File: src/rtl/dbuf_pkg.sv
package dbuf_pkg;
  localparam int HADDR_W = 4;
  localparam logic [HADDR_W-1:0] DATA_ADDR     = 4'h0;
  localparam logic [HADDR_W-1:0] CNT_ADDR_BASE = 4'hC;

  typedef struct packed {
    logic dma;
    logic single;
    logic send;
  } xfer_mode_t;
endpackage

File: src/rtl/dbuf_fifo.sv
module dbuf_fifo #(
  parameter int DW    = 8,
  parameter int DEPTH = 2
) (
  input  logic                         clk,
  input  logic                         rst,
  input  logic                         clr,
  input  logic                         push,
  input  logic                         pop,
  input  logic [DW-1:0]                wdata,
  output logic [DW-1:0]                rdata,
  output logic [$clog2(DEPTH+1)-1:0]   count
);
  localparam int AW = (DEPTH > 1) ? $clog2(DEPTH) : 1;
  localparam int CW = $clog2(DEPTH + 1);

  logic [DW-1:0] mem [DEPTH];
  logic [AW-1:0] wptr, rptr;
  logic [CW-1:0] cnt_q;

  function automatic logic [AW-1:0] step_ptr(input logic [AW-1:0] p);
    return (p == AW'(DEPTH - 1)) ? '0 : p + AW'(1);
  endfunction

  // storage without reset so it maps onto RAM
  always_ff @(posedge clk) begin
    if (push && !clr) mem[wptr] <= wdata;
  end

  always_ff @(posedge clk) begin
    if (rst || clr) begin
      wptr  <= '0;
      rptr  <= '0;
      cnt_q <= '0;
    end else begin
      if (push) wptr <= step_ptr(wptr);
      if (pop)  rptr <= step_ptr(rptr);
      case ({push, pop})
        2'b10:   cnt_q <= cnt_q + CW'(1);
        2'b01:   cnt_q <= cnt_q - CW'(1);
        default: cnt_q <= cnt_q;
      endcase
    end
  end

  assign rdata = mem[rptr];
  assign count = cnt_q;

  AST_NO_OVERFLOW: assert property (@(posedge clk) disable iff (rst)
    (push && !clr) |-> (cnt_q < CW'(DEPTH)));
  AST_NO_UNDERFLOW: assert property (@(posedge clk) disable iff (rst)
    (pop && !clr) |-> (cnt_q != '0));
endmodule

File: src/rtl/dbuf_tcount.sv
module dbuf_tcount #(
  parameter int W  = 24,
  parameter int BW = 8
) (
  input  logic                        clk,
  input  logic                        rst,
  input  logic                        wr_en,
  input  logic [$clog2(W/BW)-1:0]     wr_idx,
  input  logic [BW-1:0]               wr_byte,
  input  logic                        dec,
  output logic [W-1:0]                cnt
);
  localparam int NB = W / BW;
  localparam int IW = $clog2(NB);

  logic [W-1:0] cnt_q, cnt_d;

  always_comb begin
    cnt_d = cnt_q;
    if (wr_en) begin
      for (int b = 0; b < NB; b++) begin
        if (wr_idx == IW'(b)) cnt_d[b*BW +: BW] = wr_byte;
      end
    end else if (dec && (cnt_q != '0)) begin
      cnt_d = cnt_q - W'(1);
    end
  end

  always_ff @(posedge clk) begin
    if (rst) cnt_q <= '0;
    else     cnt_q <= cnt_d;
  end

  assign cnt = cnt_q;

  AST_NO_WRAP: assert property (@(posedge clk) disable iff (rst)
    dec |-> (cnt_q != '0));
  AST_DEC_BY_ONE: assert property (@(posedge clk) disable iff (rst)
    (dec && !wr_en) |=> (cnt_q == $past(cnt_q) - W'(1)));
endmodule

File: src/rtl/dbuf_dreq.sv
module dbuf_dreq (
  input  logic clk,
  input  logic rst,
  input  logic want,
  input  logic strobe,
  input  logic clr,
  output logic dreq
);
  logic dreq_q;

  always_ff @(posedge clk) begin
    if (rst) dreq_q <= 1'b0;
    else     dreq_q <= want && !strobe && !clr;
  end

  assign dreq = dreq_q;
endmodule

File: src/rtl/hostbuf_dma.sv
module hostbuf_dma
  import dbuf_pkg::*;
#(
  parameter int DW    = 8,
  parameter int CNT_W = 24,
  parameter int DEPTH = 2
) (
  input  logic               clk,
  input  logic               rst,
  input  logic               hcs,
  input  logic [HADDR_W-1:0] haddr,
  input  logic               hrd,
  input  logic               hwr,
  input  logic [DW-1:0]      hwdata,
  output logic [DW-1:0]      hrdata,
  input  logic               dack,
  output logic               dreq,
  input  logic               cmd_load,
  input  logic               cmd_intr,
  input  logic               cmd_dma,
  input  logic               cmd_single,
  input  logic               cmd_send,
  output logic               buf_full,
  output logic               cnt_zero,
  output logic               xfer_active,
  output logic               out_valid,
  input  logic               out_ready,
  output logic [DW-1:0]      out_data,
  input  logic               in_valid,
  output logic               in_ready,
  input  logic [DW-1:0]      in_data
);
  localparam int NB = CNT_W / DW;
  localparam int IW = $clog2(NB);
  localparam int CW = $clog2(DEPTH + 1);

  xfer_mode_t      mode_q;
  logic            active_q;
  logic [DW-1:0]   hrdata_q;
  logic [CW-1:0]   count;
  logic [DW-1:0]   head;
  logic [CNT_W-1:0] cnt;

  logic cmd_clr, data_sel, has_byte, has_room, xfer_ok;
  logic fire_tx, fire_rx, fire, push_h, pop_h;
  logic fifo_push, fifo_pop;
  logic cnt_hit, cnt_wr, cnt_dec;
  logic [HADDR_W-1:0] cnt_off;
  logic [IW-1:0]      cnt_idx;
  logic [DW-1:0]      cnt_byte;
  logic dreq_want, dma_strobe;

  // host-side decode
  assign cmd_clr  = cmd_load && cmd_intr;
  assign data_sel = mode_q.dma ? dack : (hcs && (haddr == DATA_ADDR));
  assign has_byte = (count != '0);
  assign has_room = (count < CW'(DEPTH));
  assign xfer_ok  = active_q && (mode_q.single || (cnt != '0));

  // byte movement on both sides
  assign fire_tx = xfer_ok &&  mode_q.send && has_byte && out_ready && !cmd_clr;
  assign fire_rx = xfer_ok && !mode_q.send && has_room && in_valid  && !cmd_clr;
  assign fire    = fire_tx || fire_rx;
  assign push_h  = data_sel && hwr &&  mode_q.send && has_room && !cmd_clr;
  assign pop_h   = data_sel && hrd && !mode_q.send && has_byte && !cmd_clr;

  assign fifo_push = push_h || fire_rx;
  assign fifo_pop  = pop_h  || fire_tx;

  dbuf_fifo #(.DW(DW), .DEPTH(DEPTH)) u_buf (
    .clk   (clk),
    .rst   (rst),
    .clr   (cmd_clr),
    .push  (fifo_push),
    .pop   (fifo_pop),
    .wdata (mode_q.send ? hwdata : in_data),
    .rdata (head),
    .count (count)
  );

  // counter byte decode: base address holds the top byte
  always_comb begin
    cnt_off  = haddr - CNT_ADDR_BASE;
    cnt_hit  = hcs && (haddr >= CNT_ADDR_BASE) && (cnt_off < HADDR_W'(NB));
    cnt_idx  = IW'(NB - 1) - cnt_off[IW-1:0];
    cnt_byte = '0;
    for (int b = 0; b < NB; b++) begin
      if (cnt_idx == IW'(b)) cnt_byte = cnt[b*DW +: DW];
    end
  end

  assign cnt_wr  = cnt_hit && hwr;
  assign cnt_dec = fire && !mode_q.single;

  dbuf_tcount #(.W(CNT_W), .BW(DW)) u_cnt (
    .clk     (clk),
    .rst     (rst),
    .wr_en   (cnt_wr),
    .wr_idx  (cnt_idx),
    .wr_byte (hwdata),
    .dec     (cnt_dec),
    .cnt     (cnt)
  );

  // transfer state
  always_ff @(posedge clk) begin
    if (rst) begin
      mode_q   <= '0;
      active_q <= 1'b0;
    end else if (cmd_clr) begin
      mode_q   <= '{dma: cmd_dma, single: cmd_single, send: cmd_send};
      active_q <= cmd_single || (cnt != '0);
    end else if (fire && (mode_q.single || (cnt == CNT_W'(1)))) begin
      active_q <= 1'b0;
    end else if (active_q && !mode_q.single && (cnt == '0)) begin
      active_q <= 1'b0;
    end
  end

  // DMA request
  assign dreq_want  = mode_q.dma && (mode_q.send ? (xfer_ok && has_room) : has_byte);
  assign dma_strobe = mode_q.dma && dack && (hrd || hwr);

  dbuf_dreq u_dreq (
    .clk    (clk),
    .rst    (rst),
    .want   (dreq_want),
    .strobe (dma_strobe),
    .clr    (cmd_clr),
    .dreq   (dreq)
  );

  // registered host read data
  always_ff @(posedge clk) begin
    if (rst) begin
      hrdata_q <= '0;
    end else if (hrd && (data_sel || hcs)) begin
      if (data_sel)     hrdata_q <= pop_h ? head : '0;
      else if (cnt_hit) hrdata_q <= cnt_byte;
      else              hrdata_q <= '0;
    end
  end

  assign hrdata      = hrdata_q;
  assign buf_full    = has_byte;
  assign cnt_zero    = (cnt == '0);
  assign xfer_active = active_q;
  assign out_valid   = xfer_ok && mode_q.send && has_byte;
  assign out_data    = head;
  assign in_ready    = xfer_ok && !mode_q.send && has_room;

  AST_DREQ_DROP: assert property (@(posedge clk) disable iff (rst)
    dma_strobe |=> !dreq);
  AST_CMD_EMPTIES: assert property (@(posedge clk) disable iff (rst)
    cmd_clr |=> !buf_full);
  AST_SINGLE_KEEPS_CNT: assert property (@(posedge clk) disable iff (rst)
    (fire && mode_q.single && !cnt_wr && !cmd_clr) |=> $stable(cnt));
  AST_STOP_AT_ZERO: assert property (@(posedge clk) disable iff (rst)
    (active_q && !mode_q.single && (cnt == '0) && !cmd_clr) |=> !xfer_active);
  AST_OUT_HAS_DATA: assert property (@(posedge clk) disable iff (rst)
    out_valid |-> buf_full);
endmodule

File: config.mk
export PLATFORM = sky130hd
export DESIGN_NAME = hostbuf_dma
export DESIGN_NICKNAME = d
export VERILOG_FILES = /design/src/rtl/dbuf_pkg.sv /design/src/rtl/dbuf_fifo.sv /design/src/rtl/dbuf_tcount.sv /design/src/rtl/dbuf_dreq.sv /design/src/rtl/hostbuf_dma.sv
export SDC_FILE = /design/constraint.sdc
export NUM_CORES = 1
export LEC_CHECK = 0
export BUFFER_PORTS_ARGS = -buffer_cell sky130_fd_sc_hd__clkbuf_2
export CORE_ASPECT_RATIO = 0.5
export CORE_UTILIZATION = 59
export CTS_BUF_LIST = sky130_fd_sc_hd__clkbuf_4 sky130_fd_sc_hd__clkbuf_8
export DETAILED_ROUTE_END_ITERATION = 16
export GPL_ROUTABILITY_DRIVEN = 0
export HOLD_SLACK_MARGIN = 0.06
export PLACE_DENSITY = 0.82
export SETUP_SLACK_MARGIN = 0.5
export SLEW_MARGIN = 30
export SYNTH_ARGS = -nofsm -noshare
export SYNTH_HDL_FRONTEND = slang
export SYNTH_SLANG_ARGS = --single-unit
File: constraint.sdc
create_clock -name clk -period 3.2 [get_ports clk]
set_input_delay 0 -clock clk [delete_from_list [all_inputs] [get_ports clk]]
set_output_delay 0 -clock clk [all_outputs]
set_load 0.005 [all_outputs]
Word level (Yosys, flattened, before mapping) --
Memory sizes are Yosys's and may differ from the RTL's. A register that Yosys moved wholly into a read port is not among the register bits. Index checks and enable logic that the tools add are counted.
Storage, ports and cells: bits in writable memories 16, memories kept 1, register bits 41, bits of input ports 33, output and inout bits 22, word-level logic and storage cells 114
Memory list:
- u_buf.mem | words 2, bits a word 8, rd ports 1, clocked after memory_dff 1, write ports 1, line dbuf_fifo.sv:17 | logic [DW-1:0] mem [DEPTH];
Cells by class: eq/ne operators 8, add/sub/neg operators 7, reduce and logical (&&, ||, !) cells 59, $lt $le $gt $ge 3, multiplexer cells 24
Operators with widths (count):
- $mux W8 | 10
- $mux W24 | 2
- $logic_and A1 B1 Y1 | 35
- $eq A24 B1 Y1 const B | 1
- $logic_not A24 Y1 | 1
- $reduce_bool A24 Y1 | 1
- $sub A24 B1 Y24 const B | 1
- $mux W1 | 11
- $logic_or A1 B1 Y1 | 9
- $ne A2 B1 Y1 const B | 3
- $reduce_and A2 Y1 | 3
- $reduce_bool A2 Y1 | 3
- $eq A2 B1 Y1 const B | 2
- $eq A2 B2 Y1 const B | 2
- $ge A4 B4 Y1 const B | 1
- $logic_not A1 Y1 | 4
- $logic_not A4 Y1 | 1
- $lt A4 B2 Y1 const B | 1
- $pmux W2 S2 | 1
- $sub A4 B4 Y4 const B | 1
- $reduce_bool A3 Y1 | 1
- $add A1 B1 Y1 const B | 2
- $add A2 B1 Y2 const B | 1
- $logic_not A2 Y1 | 1
- other kinds (3) | 3

Longest topological paths before layout --
Gate-level depths: netlist (run 1).
word-level depth 12, mapped depth 10, mapped depth without buffers 10

By module --
Synthesis (run 1) repeated with hierarchy kept, for this count alone.
Second synthesis, totals: cells, all modules 424, area total of the unflattened synthesis 3726.1 um^2
By module, submodules not included:
- dbuf_tcount | sequential area each 480.5 um^2, cells an instance 224, times used 1, area an instance 1760.4 um^2
- hostbuf_dma | sequential area each 240.2 um^2, cells an instance 153, times used 1, area an instance 1153.6 um^2
- dbuf_fifo | sequential area each 580.6 um^2, cells an instance 45, times used 1, area an instance 777.0 um^2
- dbuf_dreq | sequential area each 20.0 um^2, cells an instance 2, times used 1, area an instance 35.0 um^2

Worst setup path after synthesis (run 1) --
No wires, ideal clock.
path type register to register, start point register u_cnt.cnt_q[2] (netlist: u_cnt.cnt[2]), end point register u_buf.cnt_q[1] (netlist: u_buf.count[1]), slack 930 ps, period minus slack after synthesis 2270 ps, required time 3129 ps, data arrival time 2199 ps, stages on the path, launching flop included 9, path buffers 1, library setup time 71 ps, cell sequence dfxtp_1 -> buf_2 -> nor4_4 -> nand3b_2 -> o31ai_4 -> o21ai_1 -> ha_1 -> or3_1 -> a21oi_1
On the way: word-level cells in the longest chain between the ends 10, elaborated cells between the ends (all ways) 17, those cells by class eq/ne: 2; mux: 1; reduce/logical: 14
Ends and longest elaborated chain:
- start: declaration | line dbuf_tcount.sv:16 | logic [W-1:0] cnt_q, cnt_d;
- start signal: assignment | line dbuf_tcount.sv:31 | else cnt_q <= cnt_d;
- $reduce_bool A24 Y1 (*) | line hostbuf_dma.sv:58 | assign xfer_ok = active_q && (mode_q.single || (cnt != '0));
- $logic_or A1 B1 Y1 (*) | line hostbuf_dma.sv:58
- $logic_and A1 B1 Y1 (*) | line hostbuf_dma.sv:58
- $logic_and A1 B1 Y1, on equally long branches (4 in a row) | line hostbuf_dma.sv:61, hostbuf_dma.sv:62
- $logic_or A1 B1 Y1, on equally long branches | line hostbuf_dma.sv:68, hostbuf_dma.sv:67
- $eq A2 B1 Y1 or $eq A2 B2 Y1 (tied branches) | line dbuf_fifo.sv:38 | case ({push, pop})
- $pmux W2 S2 or $reduce_bool A2 Y1 (tied branches)
- end signal: assignment | line dbuf_fifo.sv:39 | 2'b10: cnt_q <= cnt_q + CW'(1);
- end signal: assignment | line dbuf_fifo.sv:40 | 2'b01: cnt_q <= cnt_q - CW'(1);
- end signal: assignment | line dbuf_fifo.sv:41 | default: cnt_q <= cnt_q;
- end: declaration | line dbuf_fifo.sv:19 | logic [CW-1:0] cnt_q;
Mark *: on every way between the ends. The rest lies on a longest branch, timed or not. A chain may end at the register's enable or synchronous reset.

Worst setup path after layout (run 1) --
start point register u_cnt.cnt_q[16] (netlist: u_cnt.cnt[16]), end point register u_buf.cnt_q[1] (netlist: u_buf.count[1])
The elaborated chain is that of the path after synthesis.

==> results_dict.tcl, run 1 <==
set metrics [dict create \
    fp-row-count 19 \
    grt_pass1_wl_mm 17.4 \
    fin_ws_ns 0.637 \
    multi_input_area_um2 2010 \
    drtPass1Iterations 6 \
    tightest_slew_ns 0.890 \
    crit_path_top_delay_cell "nor4_2" \
    htree_levels 3 \
    slowest_delay_ns 0.42 \
    cp.required_ns 3.47 \
    power_density_nw_per_um2 562 \
    num_vias 3787 \
    insertion_delay_ns 0.35 \
    synth_ff_type "dfxtp_1" \
    syn_inst 407 \
    async_reset_ff_frac 0 \
    wl_met3_mm 1.49 \
    slew_viol_final 0 \
    grt.overflow.total 0 \
    grt_max_degree 40 \
    seq_area_um2 1320 \
    path_clk_slew_ns 0.08 \
    p_int_mw 1.56 \
    hold_violations 0 \
    cts_inserted_buffers 9 \
    grt_pass1_vias 3484 \
    dp_hpwl_mm 7.27 \
    fin_util 0.772 \
    antenna_found_initial 0 \
    io_buffers 54 \
    place_area_um2 3750 \
    dieArea_um2 6190 \
    synthesis.nets 444 \
    layout_common_cells "clkbuf_2 (54), nor2_1 (45), nand2_1 (43)" \
    relSlewSlack 0.407 \
    cts.sinks 58 \
    drt_wl_total_mm 11.1 \
    ys_types 60 \
    syn2layout_area_growth_pct 24.3 \
    layout.cells.non_filler 565 \
    final_common_cell "clkbuf_2" \
    power_frac_comb 0.330 \
    core_area_um2 5560 \
    yosysWarnings 0 \
    p_seq_frac 0.347 \
    synth-edff-count 16 \
    rsz0062_at_grt "false" \
    m1WireLength_mm 4.17 \
    routed-wl-met2_mm 4.93 \
    arrival_ns 2.84 \
    fin_nets 524 \
    clockBufferDepth 2 \
    min_path_type "in -> reg" \
    clock-root-buffer "clkbuf_8" \
    highest_layer "met4" \
    design_power_total_mw 2.42 \
    fin_skew_ns 0.00888 \
    die_h_um 56.1 \
    avgSynthCellArea_um2 8.49 \
    status "completed" \
    fin_crit_sh 0.801 \
    dpl_worst_slack_ns 0.606 \
    crit_path_cell_trace "nor4_2, nand3_1, o31ai_4, o21ai_1, ha_1, or3_1, a21oi_1" \
    p_leak_nw 1.67 \
    placedCellCount 516 \
    fmax_mhz 390 \
    start_util 0.621 \
    ys_ff_latch 58 \
    route.detailed.drc 0 \
    clockPowerShare 0.323 \
    fillerInstances 365 \
    drive_gt1_frac 0.217 \
    start_kind "register" \
    setup_viol 0 \
    wl_per_cell_um 19.7 \
    ioPinCount 55 \
    drt-initial-drc-count 520 \
    power_switching_mw 0.857 \
    routed_via_density 6.70 \
    critPathCaptureType "register" \
    ys_seq_area_frac 0.382 \
    final_area_um2 4300 \
    grt_use_total 0.383 \
    netlist_area_um2 3460 \
    whs_ns 0.145 \
    antennaDiodeCount 0 \
    finalSetupTns_ns 0 \
    ir_drop_mv 0.378 \
    die_x_um 110 \
    final.min_clock_period_ns 2.56 \
    worst-setup-path-type "reg -> reg" \
    p_sw_frac 0.355 \
    drtAntennaViolNets 0 \
    worst-path-max-fanout 7 \
    maxCapViolations 0 \
    cts_tree "built" \
]
[sequential cells by signal, indices dropped and copies added (netlist names), named ones only]
name / flops
u_buf.wptr: 1
hrdata: 8
xfer_active: 1
u_cnt.cnt: 24
u_buf.rptr: 1
u_buf.mem: 16
u_dreq.dreq: 1
u_buf.count: 2
mode_q: 3
[cells in the mapped netlist, types with 5 or more instances]
cell / count / area share
nand3_1: 18 / 0.026
mux2i_1: 20 / 0.058
mux2_2: 8 / 0.026
nand2_1: 43 / 0.047
o31ai_1: 9 / 0.020
o21ai_0: 30 / 0.043
clkbuf_1: 12 / 0.013
dfxtp_1: 42 / 0.24
nor2b_1: 5 / 0.0091
a31oi_1: 6 / 0.011
o221ai_1: 8 / 0.020
a21oi_1: 32 / 0.046
buf_2: 5 / 0.0072
edfxtp_1: 16 / 0.14
o21ai_1: 7 / 0.010
inv_1: 14 / 0.015
or3_1: 5 / 0.0091
and2_1: 5 / 0.0091
nor3_1: 10 / 0.014
nor2_1: 45 / 0.049
[final timing paths]
kind	startpoint	endpoint	slack (ns)	cells past startpoint
max reg2reg	u_cnt.cnt[16]$_SDFFE_PP0P_	u_buf.count[1]$_SDFFE_PP0P_	0.64	7
min	hwr	u_buf.wptr$_SDFFE_PP0N_	0.14	5
min reg2reg	mode_q[2]$_SDFFE_PP0P_	u_dreq.dreq$_SDFF_PP0_	0.51	2
max	u_cnt.cnt[16]$_SDFFE_PP0P_	u_buf.count[1]$_SDFFE_PP0P_	0.64	7
[cells by family after synthesis]
kind of cell | share of synthesized area
flip-flops | 0.382
AO/OA/AOI/OAI | 0.231
XOR/XNOR | 0.00760
multiplexers | 0.0840
buffers and inverters | 0.0398
adder cells (fa/ha/maj) | 0.0145
AND/OR/NAND/NOR | 0.241
[power by group through the flow]
| stage | combinational, mW | sequential, mW | clock (mW) |
|---|---|---|---|
| 4_1_cts | 0.709 | 0.835 | 0.789 |
| 3_3_place_gp | 0.662 | 0.849 | 0 |
| 6_report | 0.797 | 0.839 | 0.781 |
| 2_1_floorplan | 0.518 | 0.835 | 0 |
| 3_5_place_dp | 0.678 | 0.852 | 0 |
| 5_1_grt | 0.866 | 0.843 | 0.817 |
[critical path, delay by kind of cell (launching register included)]
| family | cells | cell delay (ns) |
|---|---|---|
| simple gates | 3 | 1.03 |
| compound gates | 3 | 0.73 |
| flops | 1 | 0.37 |
| fa+ha+maj | 1 | 0.37 |
[routing by layer]
| layer | track usage | up-vias |
|---|---|---|
| met3 | 0.142 | 69 |
| met2 | 0.579 | 307 |
| met4 | 0.188 | 0 |
| met1 | 0.480 | 1726 |
| met5 | 0 | - |
| li1 | - | 1685 |
[timing repair]
action                                 in CTS  in global routing
buffers inserted                            0                  8
endpoints found under the hold margin      26                  0
hold buffers                               25                  0
setup endpoints to repair                   0                  1
resized for setup                           0                  1
[final cells by class]
type / count / share of cell area
inverter: 15 / 0.0131
clock buffer: 9 / 0.0288
tap: 73 / 0.0213
timing repair buffer: 89 / 0.139
sequential: 58 / 0.308
multi-input combinational: 314 / 0.467
clock inverter: 7 / 0.0239
(Power assumes the default switching activity.)
==> inputs of run 2 (changes only) <==
clock period = 2.5 ns   (was 3.2 ns; I/O delays follow)
==> run 2 against run 1 <==
Net effect:
- non-clock buffer count up 35
- die area stayed put
- largest power group is now combinational logic
- critical endpoint unchanged
- combinational power grew 92%
==> results_dict.tcl, run 2 (synthesis results as in run 1) <==
set metrics [dict create \
    critPathCaptureType "register" \
    worst-setup-path-type "reg -> reg" \
    min_path_type "in -> reg" \
    ioPinCount 55 \
    fin_skew_ns 0.0122 \
    drt-initial-drc-count 988 \
    routed_via_density 7.54 \
    clockBufferDepth 2 \
    fin_nets 559 \
    grt_pass1_vias 3761 \
    antenna_found_initial 0 \
    maxCapViolations 0 \
    die_x_um 110 \
    p_int_mw 2.02 \
    fmax_mhz 423 \
    wl_per_cell_um 26.2 \
    worst-path-max-fanout 5 \
    drtAntennaViolNets 0 \
    status "completed" \
    start_util 0.621 \
    place_area_um2 3850 \
    io_buffers 54 \
    num_vias 4523 \
    layout_common_cells "clkbuf_2 (54), nand2_1 (41), nor2_1 (40)" \
    design_power_total_mw 3.41 \
    hold_violations 0 \
    core_area_um2 5560 \
    syn2layout_area_growth_pct 39.9 \
    power_switching_mw 1.39 \
    final_area_um2 4840 \
    antennaDiodeCount 0 \
    fin_util 0.869 \
    die_h_um 56.1 \
    dieArea_um2 6190 \
    p_leak_nw 1.91 \
    clock-root-buffer "clkbuf_8" \
    crit_path_cell_trace "nor3_2, nand3_2, o31ai_4, o21ai_2, inv_2, ha_4, or3_4, a21oi_2" \
    dpl_worst_slack_ns 0.251 \
    cts_tree "built" \
    crit_path_top_delay_cell "o31ai_4" \
    arrival_ns 2.66 \
    clockPowerShare 0.233 \
    cts.sinks 58 \
    setup_viol 0 \
    final.min_clock_period_ns 2.36 \
    power_frac_comb 0.449 \
    fin_crit_sh 0.945 \
    slew_viol_final 0 \
    grt_use_total 0.427 \
    drtPass1Iterations 12 \
    cp.required_ns 2.80 \
    regToRegSetupSlack_ns 0.14 \
    p_sw_frac 0.408 \
    power_density_nw_per_um2 705 \
    dp_hpwl_mm 7.65 \
    p_seq_frac 0.318 \
    rsz0062_at_grt "true" \
    drt_wl_total_mm 15.7 \
    final_common_cell "clkbuf_2" \
    slowest_delay_ns 0.43 \
    htree_levels 3 \
    fin_ws_ns 0.136 \
    grt.overflow.total 0 \
    route.detailed.drc 0 \
    path_clk_slew_ns 0.08 \
    fp-row-count 19 \
    start_kind "register" \
    insertion_delay_ns 0.37 \
    ir_drop_mv 0.484 \
    grt_pass1_wl_mm 19.2 \
    cts_inserted_buffers 9 \
    relSlewSlack 0.436 \
    tightest_slew_ns 0.844 \
    grt_max_degree 29 \
    largest_register_ffs 24 \
    drive_gt1_frac 0.368 \
]
==> run 2: cell types whose count changed in the layout (fill, tap and decap cells not counted), sizes merged <==
cell,before,now
clkinvlp,1,2
bufinv,2,0
clkinv,3,5
inv,16,15
buf,10,45
==> run 2: final timing paths <==
| path | endpoint | start | cells after the start |
|---|---|---|---|
| worst max-delay path | u_buf.count[1]$_SDFFE_PP0P_ | u_cnt.cnt[20]$_SDFFE_PP0P_ | 8 |
| worst min-delay path | u_cnt.cnt[3]$_SDFFE_PP0P_ | hwdata[3] | 4 |
| worst max register to register | u_buf.count[1]$_SDFFE_PP0P_ | u_cnt.cnt[20]$_SDFFE_PP0P_ | 8 |
| worst min register to register | u_cnt.cnt[11]$_SDFFE_PP0P_ | u_cnt.cnt[11]$_SDFFE_PP0P_ | 2 |
==> run 2: layout make-up <==
type / count / area, um2
sequential: 58 / 1350
clock buffer: 9 / 124
tap: 73 / 91.3
clock inverter: 7 / 46.3
multi-input combinational: 314 / 2260
fill: 223 / 727
inverter: 15 / 56.3
timing repair buffer: 124 / 901
==> run 2: repair_timing <==
| action | in CTS | in global routing |
|---|---|---|
| resized for setup | 20 | 62 |
| hold endpoints to repair | 27 | 0 |
| endpoints found under the setup margin | 42 | 47 |
| pin swaps | 15 | 27 |
| buffers inserted | 10 | 23 |
| hold buffers | 25 | 0 |
==> run 2: metal layers <==
metal | up-vias | wire length, um | part of all wire | track usage
li1 | 1745 | - | - | -
met1 | 2006 | 5310 | 0.34 | 0.510
met2 | 540 | 6200 | 0.39 | 0.641
met3 | 232 | 2490 | 0.16 | 0.173
met4 | 0 | 1710 | 0.11 | 0.259
met5 | - | 0 | 0 | 0
==> run 2: per-stage QoR <==
stage | instances | TNS, ns | hold slack (ns)
after floorplan | 407 | 0 | 0.145
after global placement | 526 | 0 | 0.250
after detailed placement | 526 | 0 | 0.249
after CTS | 577 | 0 | 0.115
after global routing | 600 | -0.213 | 0.185
final | 600 | 0 | 0.173
==> run 2: critical path: cells and delay by family, from the launching register on <==
| family | cells | cell delay, ns |
|---|---|---|
| compound gates | 3 | 0.73 |
| fa+ha+maj | 1 | 0.21 |
| simple gates | 3 | 0.88 |
| flops | 1 | 0.36 |
| buf+inv | 1 | 0.10 |
==> run 2: power by group through the flow <==
| stage | clock network [mW] | registers, mW | logic [mW] |
|---|---|---|---|
| after floorplan | 0 | 1.07 | 0.669 |
| after global placement | 0 | 1.08 | 0.894 |
| after detailed placement | 0 | 1.09 | 0.915 |
| after CTS | 0.767 | 1.07 | 1.03 |
| after global routing | 0.828 | 1.08 | 1.56 |
| final | 0.794 | 1.08 | 1.53 |
